<file path="config.mk">
export PLATFORM = sky130hd
export DESIGN_NAME = pwd_unlock_seq
export DESIGN_NICKNAME = d
export VERILOG_FILES = /design/src/rtl/pwd_seq_pkg.sv /design/src/rtl/pwd_seq_timer.sv /design/src/rtl/pwd_seq_cycle_gen.sv /design/src/rtl/pwd_unlock_seq.sv
export SDC_FILE = /design/constraint.sdc
export NUM_CORES = 1
export LEC_CHECK = 0
export ABC_CLOCK_PERIOD_IN_PS = 3800
export BUFFER_PORTS_ARGS = -buffer_cell sky130_fd_sc_hd__buf_4
export CAP_MARGIN = 10
export CORE_MARGIN = 5
export CORE_UTILIZATION = 45
export DETAILED_ROUTE_END_ITERATION = 8
export PLACE_DENSITY = 0.87
export SLEW_MARGIN = 20
export SYNTH_ARGS = -nofsm -noshare
export SYNTH_HDL_FRONTEND = slang
export SYNTH_SLANG_ARGS = --single-unit
</file>
<file path="constraint.sdc">
create_clock -name clk -period 3.8 [get_ports clk]
set_input_delay 0.19 -clock clk [delete_from_list [all_inputs] [get_ports clk]]
set_output_delay 0.19 -clock clk [all_outputs]
set_load 0.005 [all_outputs]
</file>
<file path="src/rtl/pwd_seq_pkg.sv">
package pwd_seq_pkg;

    typedef enum logic [2:0] {
        S_IDLE,
        S_SETUP,
        S_WE_LO,
        S_WE_HI,
        S_READ,
        S_GAP,
        S_DONE
    } seq_state_t;

    localparam int          PIECES       = 4;
    localparam int          PIECE_W      = 16;
    localparam int          STEPS        = 4;
    localparam logic [11:0] UNLOCK_ADDR1 = 12'h555;
    localparam logic [11:0] UNLOCK_ADDR2 = 12'h2AA;
    localparam logic [7:0]  UNLOCK_DATA1 = 8'hAA;
    localparam logic [7:0]  UNLOCK_DATA2 = 8'h55;
    localparam logic [7:0]  LOCK_REPLY   = 8'hFF;

    // Clocks needed to cover two microseconds, rounded up.
    function automatic int gap_cycles(longint hz);
        return int'((hz * 64'd2 + 64'd999_999) / 64'd1_000_000);
    endfunction

endpackage

</file>
<file path="src/rtl/pwd_seq_timer.sv">
module pwd_seq_timer #(
    parameter int CNT_W = 8
) (
    input  logic             clk,
    input  logic             rst_n,
    input  logic             load,
    input  logic [CNT_W-1:0] load_val,
    output logic             expired
);
    logic [CNT_W-1:0] cnt;

    always_ff @(posedge clk) begin
        if (!rst_n) begin
            cnt <= '0;
        end else if (load) begin
            cnt <= load_val;
        end else if (cnt != '0) begin
            cnt <= cnt - 1'b1;
        end
    end

    assign expired = (cnt == '0);
endmodule

</file>
<file path="src/rtl/pwd_seq_cycle_gen.sv">
module pwd_seq_cycle_gen
    import pwd_seq_pkg::*;
#(
    parameter int         ADDR_W   = 16,
    parameter logic [7:0] CMD_CODE = 8'h38
) (
    input  logic [1:0]                 step,
    input  logic [1:0]                 piece,
    input  logic [PIECES*PIECE_W-1:0]  password,
    output logic [ADDR_W-1:0]          addr,
    output logic [PIECE_W-1:0]         data
);
    logic [PIECE_W-1:0] slice [PIECES];

    for (genvar g = 0; g < PIECES; g++) begin : g_slice
        assign slice[g] = password[g*PIECE_W +: PIECE_W];
    end

    always_comb begin
        unique case (step)
            2'd0: begin
                addr = ADDR_W'(UNLOCK_ADDR1);
                data = {8'h00, UNLOCK_DATA1};
            end
            2'd1: begin
                addr = ADDR_W'(UNLOCK_ADDR2);
                data = {8'h00, UNLOCK_DATA2};
            end
            2'd2: begin
                addr = ADDR_W'(UNLOCK_ADDR1);
                data = {8'h00, CMD_CODE};
            end
            default: begin
                addr = ADDR_W'(piece);
                data = slice[piece];
            end
        endcase
    end
endmodule

</file>
<file path="src/rtl/pwd_unlock_seq.sv">
module pwd_unlock_seq
    import pwd_seq_pkg::*;
#(
    parameter longint     CLK_HZ      = 50_000_000,
    parameter int         ADDR_W      = 16,
    parameter int         WE_LOW_CLKS = 3,
    parameter int         RD_CLKS     = 2,
    parameter logic [7:0] CMD_CODE    = 8'h38
) (
    input  logic              clk,
    input  logic              rst_n,
    input  logic              start,
    input  logic [63:0]       password,
    output logic              busy,
    output logic              done,
    output logic              locked,
    output logic [ADDR_W-1:0] flash_addr,
    output logic [15:0]       flash_dq_out,
    output logic              flash_dq_oe,
    input  logic [15:0]       flash_dq_in,
    output logic              flash_ce_n,
    output logic              flash_we_n,
    output logic              flash_oe_n
);
    localparam int GAP_CLKS  = gap_cycles(CLK_HZ);
    localparam int MAX_WAIT  = (GAP_CLKS > WE_LOW_CLKS)
                             ? ((GAP_CLKS > RD_CLKS) ? GAP_CLKS : RD_CLKS)
                             : ((WE_LOW_CLKS > RD_CLKS) ? WE_LOW_CLKS : RD_CLKS);
    localparam int CNT_W     = $clog2(MAX_WAIT + 1);
    localparam logic [CNT_W-1:0] WE_VAL  = CNT_W'(WE_LOW_CLKS - 1);
    localparam logic [CNT_W-1:0] RD_VAL  = CNT_W'(RD_CLKS - 1);
    localparam logic [CNT_W-1:0] GAP_VAL = CNT_W'(GAP_CLKS - 1);
    localparam logic [1:0] LAST_STEP  = 2'(STEPS - 1);
    localparam logic [1:0] LAST_PIECE = 2'(PIECES - 1);

    seq_state_t        state, state_d;
    logic [1:0]        step, step_d, piece, piece_d;
    logic              locked_q, locked_d;
    logic              tmr_load, tmr_expired;
    logic [CNT_W-1:0]  tmr_val;
    logic [ADDR_W-1:0] gen_addr;
    logic [15:0]       gen_data;

    pwd_seq_timer #(.CNT_W(CNT_W)) u_timer (
        .clk      (clk),
        .rst_n    (rst_n),
        .load     (tmr_load),
        .load_val (tmr_val),
        .expired  (tmr_expired)
    );

    pwd_seq_cycle_gen #(.ADDR_W(ADDR_W), .CMD_CODE(CMD_CODE)) u_gen (
        .step     (step),
        .piece    (piece),
        .password (password),
        .addr     (gen_addr),
        .data     (gen_data)
    );

    // Next-state logic
    always_comb begin
        state_d  = state;
        step_d   = step;
        piece_d  = piece;
        locked_d = locked_q;
        tmr_load = 1'b0;
        tmr_val  = '0;
        unique case (state)
            S_IDLE: begin
                if (start) begin
                    state_d  = S_SETUP;
                    step_d   = '0;
                    piece_d  = '0;
                    locked_d = 1'b0;
                end
            end
            S_SETUP: begin
                state_d  = S_WE_LO;
                tmr_load = 1'b1;
                tmr_val  = WE_VAL;
            end
            S_WE_LO: begin
                if (tmr_expired) state_d = S_WE_HI;
            end
            S_WE_HI: begin
                if (step == LAST_STEP) begin
                    state_d  = S_READ;
                    tmr_load = 1'b1;
                    tmr_val  = RD_VAL;
                end else begin
                    step_d  = step + 2'd1;
                    state_d = S_SETUP;
                end
            end
            S_READ: begin
                if (tmr_expired) begin
                    if (flash_dq_in[7:0] == LOCK_REPLY) locked_d = 1'b1;
                    state_d  = S_GAP;
                    tmr_load = 1'b1;
                    tmr_val  = GAP_VAL;
                end
            end
            S_GAP: begin
                if (tmr_expired) begin
                    if (piece == LAST_PIECE) begin
                        state_d = S_DONE;
                    end else begin
                        piece_d = piece + 2'd1;
                        step_d  = '0;
                        state_d = S_SETUP;
                    end
                end
            end
            S_DONE:  state_d = S_IDLE;
            default: state_d = S_IDLE;
        endcase
    end

    // State register
    always_ff @(posedge clk) begin
        if (!rst_n) begin
            state    <= S_IDLE;
            step     <= '0;
            piece    <= '0;
            locked_q <= 1'b0;
        end else begin
            state    <= state_d;
            step     <= step_d;
            piece    <= piece_d;
            locked_q <= locked_d;
        end
    end

    // Outputs
    always_comb begin
        flash_ce_n   = 1'b1;
        flash_we_n   = 1'b1;
        flash_oe_n   = 1'b1;
        flash_dq_oe  = 1'b0;
        flash_addr   = '0;
        flash_dq_out = '0;
        busy         = 1'b1;
        done         = 1'b0;
        unique case (state)
            S_IDLE: busy = 1'b0;
            S_SETUP, S_WE_LO, S_WE_HI: begin
                flash_ce_n   = 1'b0;
                flash_dq_oe  = 1'b1;
                flash_addr   = gen_addr;
                flash_dq_out = gen_data;
                flash_we_n   = (state != S_WE_LO);
            end
            S_READ: begin
                flash_ce_n = 1'b0;
                flash_oe_n = 1'b0;
                flash_addr = ADDR_W'(piece);
            end
            S_GAP: ;
            S_DONE: begin
                busy = 1'b0;
                done = 1'b1;
            end
            default: busy = 1'b0;
        endcase
    end

    assign locked = locked_q;
endmodule

</file>
==> run summary <==
The run finished with clean final reports. The count of final max-slew check failures was 0; the average wire length per cell after detail routing was 17.1 um. The setup TNS after final layout is 0 ns, and the CTS buffer count is 3. The area fraction of the dominant cell type after synthesis is 0.207. In this run, post-CTS repair resized a total of 0 instances. Hold repair after CTS inserted 0 buffers. The tools report the number of max-cap violations as 0. Relative to the synthesized area, the layout overhead comes to 45.1%.

The number of top-level pins came out at 122. sky130_fd_sc_hd__mux4_2 takes more of the synthesized area than any other cell. The die footprint is 5200 um2, and the number of setup violations in the final report is 0. The tools report the peak supply drop as 371 uV.

For the worst-skew pair, the clock arrives at the later sink with an insertion delay of 0.25 ns. The signal on the critical path passes through o21bai_1 > nor2_1 > o21ai_0 > o21ai_0 > buf_4. The count of port buffers added during placement is 108, and the post-DP HPWL is 4.70 mm. The logs give 0 for the residual DRC count and 122 for the violation count after the first detailed-routing iteration. The kind of cell with the highest combined delay along the critical path is compound AO/OA/AOI/OAI gates. STA classifies the critical path endpoint as an output pin.

At the end of routability-driven placement, the weighted congestion stood at 0.841. The routed design uses 457 um of met3 wire. The logs give 2.12 mm for the detailed-route wire length on metal 1 and 2 for the buffer levels on the longest clock path. The largest individual stage delay along the critical path comes from the cell sky130_fd_sc_hd__o21bai_1. The logs give 387 MHz for the upper clock frequency limit and 0 for the number of antenna violations at the first check in global routing. The number of different library cells in the post-synthesis netlist was 45. Setup repair after global routing left no endpoint under its margin. TritonCTS built the clock tree. Initial core utilization: 0.471. The run gives 0 as the final hold violation count.

In this run the post-CTS setup repair buffer count came out at 0. At the worst endpoint, the arrival time is 2.39 ns. The count of cells in the finished layout, fillers not included, comes to 341. The smallest clock period supported by the final layout is computed as 2.58 ns. The number of placed instances with taps included was 337; the final worst-path setup slack was 1.22 ns. The delay of the slowest cell on the worst path is 0.77 ns.

With fillers left out, the area of the finished cells amounts to 2520 um2. The fraction of layout cells with a size suffix above 1 was 0.457. Among all flip-flop cells after synthesis, the most frequent one is sky130_fd_sc_hd__dfxtp_1. The worst setup path is of the reg2out kind. Summed over all cells, the static leakage comes to 1.14 nW. The flop and latch count out of synthesis was 15; the proportion of synthesized chip area in sequential cells was 0.173.

Summing every instance area after synthesis gives 1740 um2. The run gives 5.82 mm as the total wirelength of the detailed-routed design. Along the worst path, the maximum fanout reaches 17.

The critical path required time was 3.61 ns; the detail-routed via count per cell was 5.63. The net count of the finished layout is 386. For the number of diodes, the log shows 0. The total global routing overflow was 0; the placed standard-cell area was 2470 um2. At the placement stage, the worst setup path has a slack of 1.50 ns.

The global router's overall resource usage is 0.208. From bottom edge to top edge, the die measures 72.1 um. The type of the worst min-delay path was in2reg. The initialized floorplan defines 22 standard-cell rows.

Clock-pin slew was measured on the worst setup and hold paths at 0.06 ns. Total power for the finished layout comes to 0.824 mW. The core region is 3690 um2. During synthesis, Yosys emitted a total of 0 warnings. Wire segments on met2 add up to 3.13 mm in the final route. The first global-routing pass estimated 8.69 mm of wire. The logs give 1787 for the via count of the first global-routing pass and 0 for the number of nets with antenna violations after detailed routing. By area the synthesized netlist is led by sky130_fd_sc_hd__mux4_2, sky130_fd_sc_hd__dfxtp_1, sky130_fd_sc_hd__buf_4. The share of synthesized registers carrying an async set or reset was 0. For the maximum number of pins on one net before global-route repair, the log shows 20.

Among the stages of the critical path, the cell type that occurs most often is sky130_fd_sc_hd__o21ai_0. For the worst hold slack across all endpoints, the log shows 0.271 ns. The average instance in the mapped netlist occupies 8.64 um2. The tools report the cell chosen for the clock root as sky130_fd_sc_hd__clkbuf_8. The worst max-slew margin expressed relative to the limit is 0.423.

For this design, the sink count on the clock tree is 15. The actual slew at the worst max-slew pin is 0.864 ns, and the end-of-flow core utilization is 0.683. Dividing total power by cell area gives a power density of 327 nW/um2.

For the final database, setup skew stands at 0.00465 ns. STA classifies the critical path startpoint as a flip-flop. Signal routing reaches up to met4. The tools report the count of mapped cells out of synthesis as 201. The final period utilization works out to 0.680.

The number of H-tree levels is 1. The total vias in the final route came out at 1920. The pre-antenna-repair detailed-routing pass consisted of 4 iterations. Horizontal extent of the die: 72.1 um.

The buffering stage count on the worst path with inverters included was 1; the number of flops mapped to enable cells by yosys was 0.
## placed cells by master (no fill, tap or decap), types with 2 or more instances in the layout
master,synthesis,final
sky130_fd_sc_hd__nand2b_1,4,4
sky130_fd_sc_hd__nand4_1,5,5
sky130_fd_sc_hd__o211ai_1,2,2
sky130_fd_sc_hd__nand3_1,8,8
sky130_fd_sc_hd__o21ai_0,11,11
sky130_fd_sc_hd__mux2i_1,6,6
sky130_fd_sc_hd__nand2_1,18,18
sky130_fd_sc_hd__clkbuf_8,0,3
sky130_fd_sc_hd__nand3b_1,2,2
sky130_fd_sc_hd__buf_4,15,109
sky130_fd_sc_hd__dfxtp_1,15,15
sky130_fd_sc_hd__a21oi_1,14,14
sky130_fd_sc_hd__nor2b_1,4,4
sky130_fd_sc_hd__a22oi_1,2,2
sky130_fd_sc_hd__and2_1,10,10
sky130_fd_sc_hd__inv_1,12,12
sky130_fd_sc_hd__ha_1,9,9
sky130_fd_sc_hd__mux4_2,16,16
sky130_fd_sc_hd__xor2_1,3,3
sky130_fd_sc_hd__nor2_1,12,12
sky130_fd_sc_hd__conb_1,1,5
## tightest hold or removal path, delay by kind of cell
kind / cells / cell delay (ns)
simple gates: 1 / 0.08
compound gates: 1 / 0.04
buf+inv: 1 / 0.16
## area by class of cell
| type | instances | area [um2] |
|---|---|---|
| inverters | 12 | 45.0 |
| clock buffers | 4 | 45.0 |
| well taps | 48 | 60.1 |
| repair buffers | 109 | 818 |
| flip-flops and latches | 15 | 300 |
| fillers | 314 | 1170 |
| multi-input cells | 153 | 1250 |
## where the power goes
part / switching, mW / internal [mW]
logic: 0.229 / 0.234
registers: 0.0424 / 0.188
clock network: 0.0565 / 0.0742
## logic make-up after synthesis
logic type,share of synthesized area
and+or+nand+nor,0.214
AOI/OAI and AO/OA,0.169
buffers and inverters,0.115
muxes,0.242
DFF,0.173
adders and majority gates,0.0648
xor gates and xnor gates,0.0202
other,0.00216
## worst paths after layout
kind / depth (start not counted) / start / slack (ns) / to
setup / recovery: 5 / state[1] / 1.22 / flash_addr[0]
hold / removal: 3 / rst_n / 0.27 / state[2]
hold reg to reg: 1 / locked / 0.48 / locked
setup reg to reg: 6 / piece[0] / 1.87 / state[2]
## registers in the layout, indices dropped and copies added (netlist names)
signal,flops
locked,1
piece,2
state,3
step,2
u_timer.cnt,7
## cells in the mapped netlist (all sizes together) (3+ instances only)
library cell	count
a21oi	14
and2	10
buf	20
clkbuf	5
dfxtp	15
ha	9
inv	12
mux2i	6
mux4	16
nand2	18
nand2b	5
nand3	8
nand4	5
nor2	12
nor2b	4
o21ai	11
xor2	3
## metal layers
metal  up-vias  track usage
met1       909        0.262
met4         0       0.0605
met2       103        0.366
met3        10       0.0277
li1        898            -
met5         -            0
(Power assumes the default switching activity.)
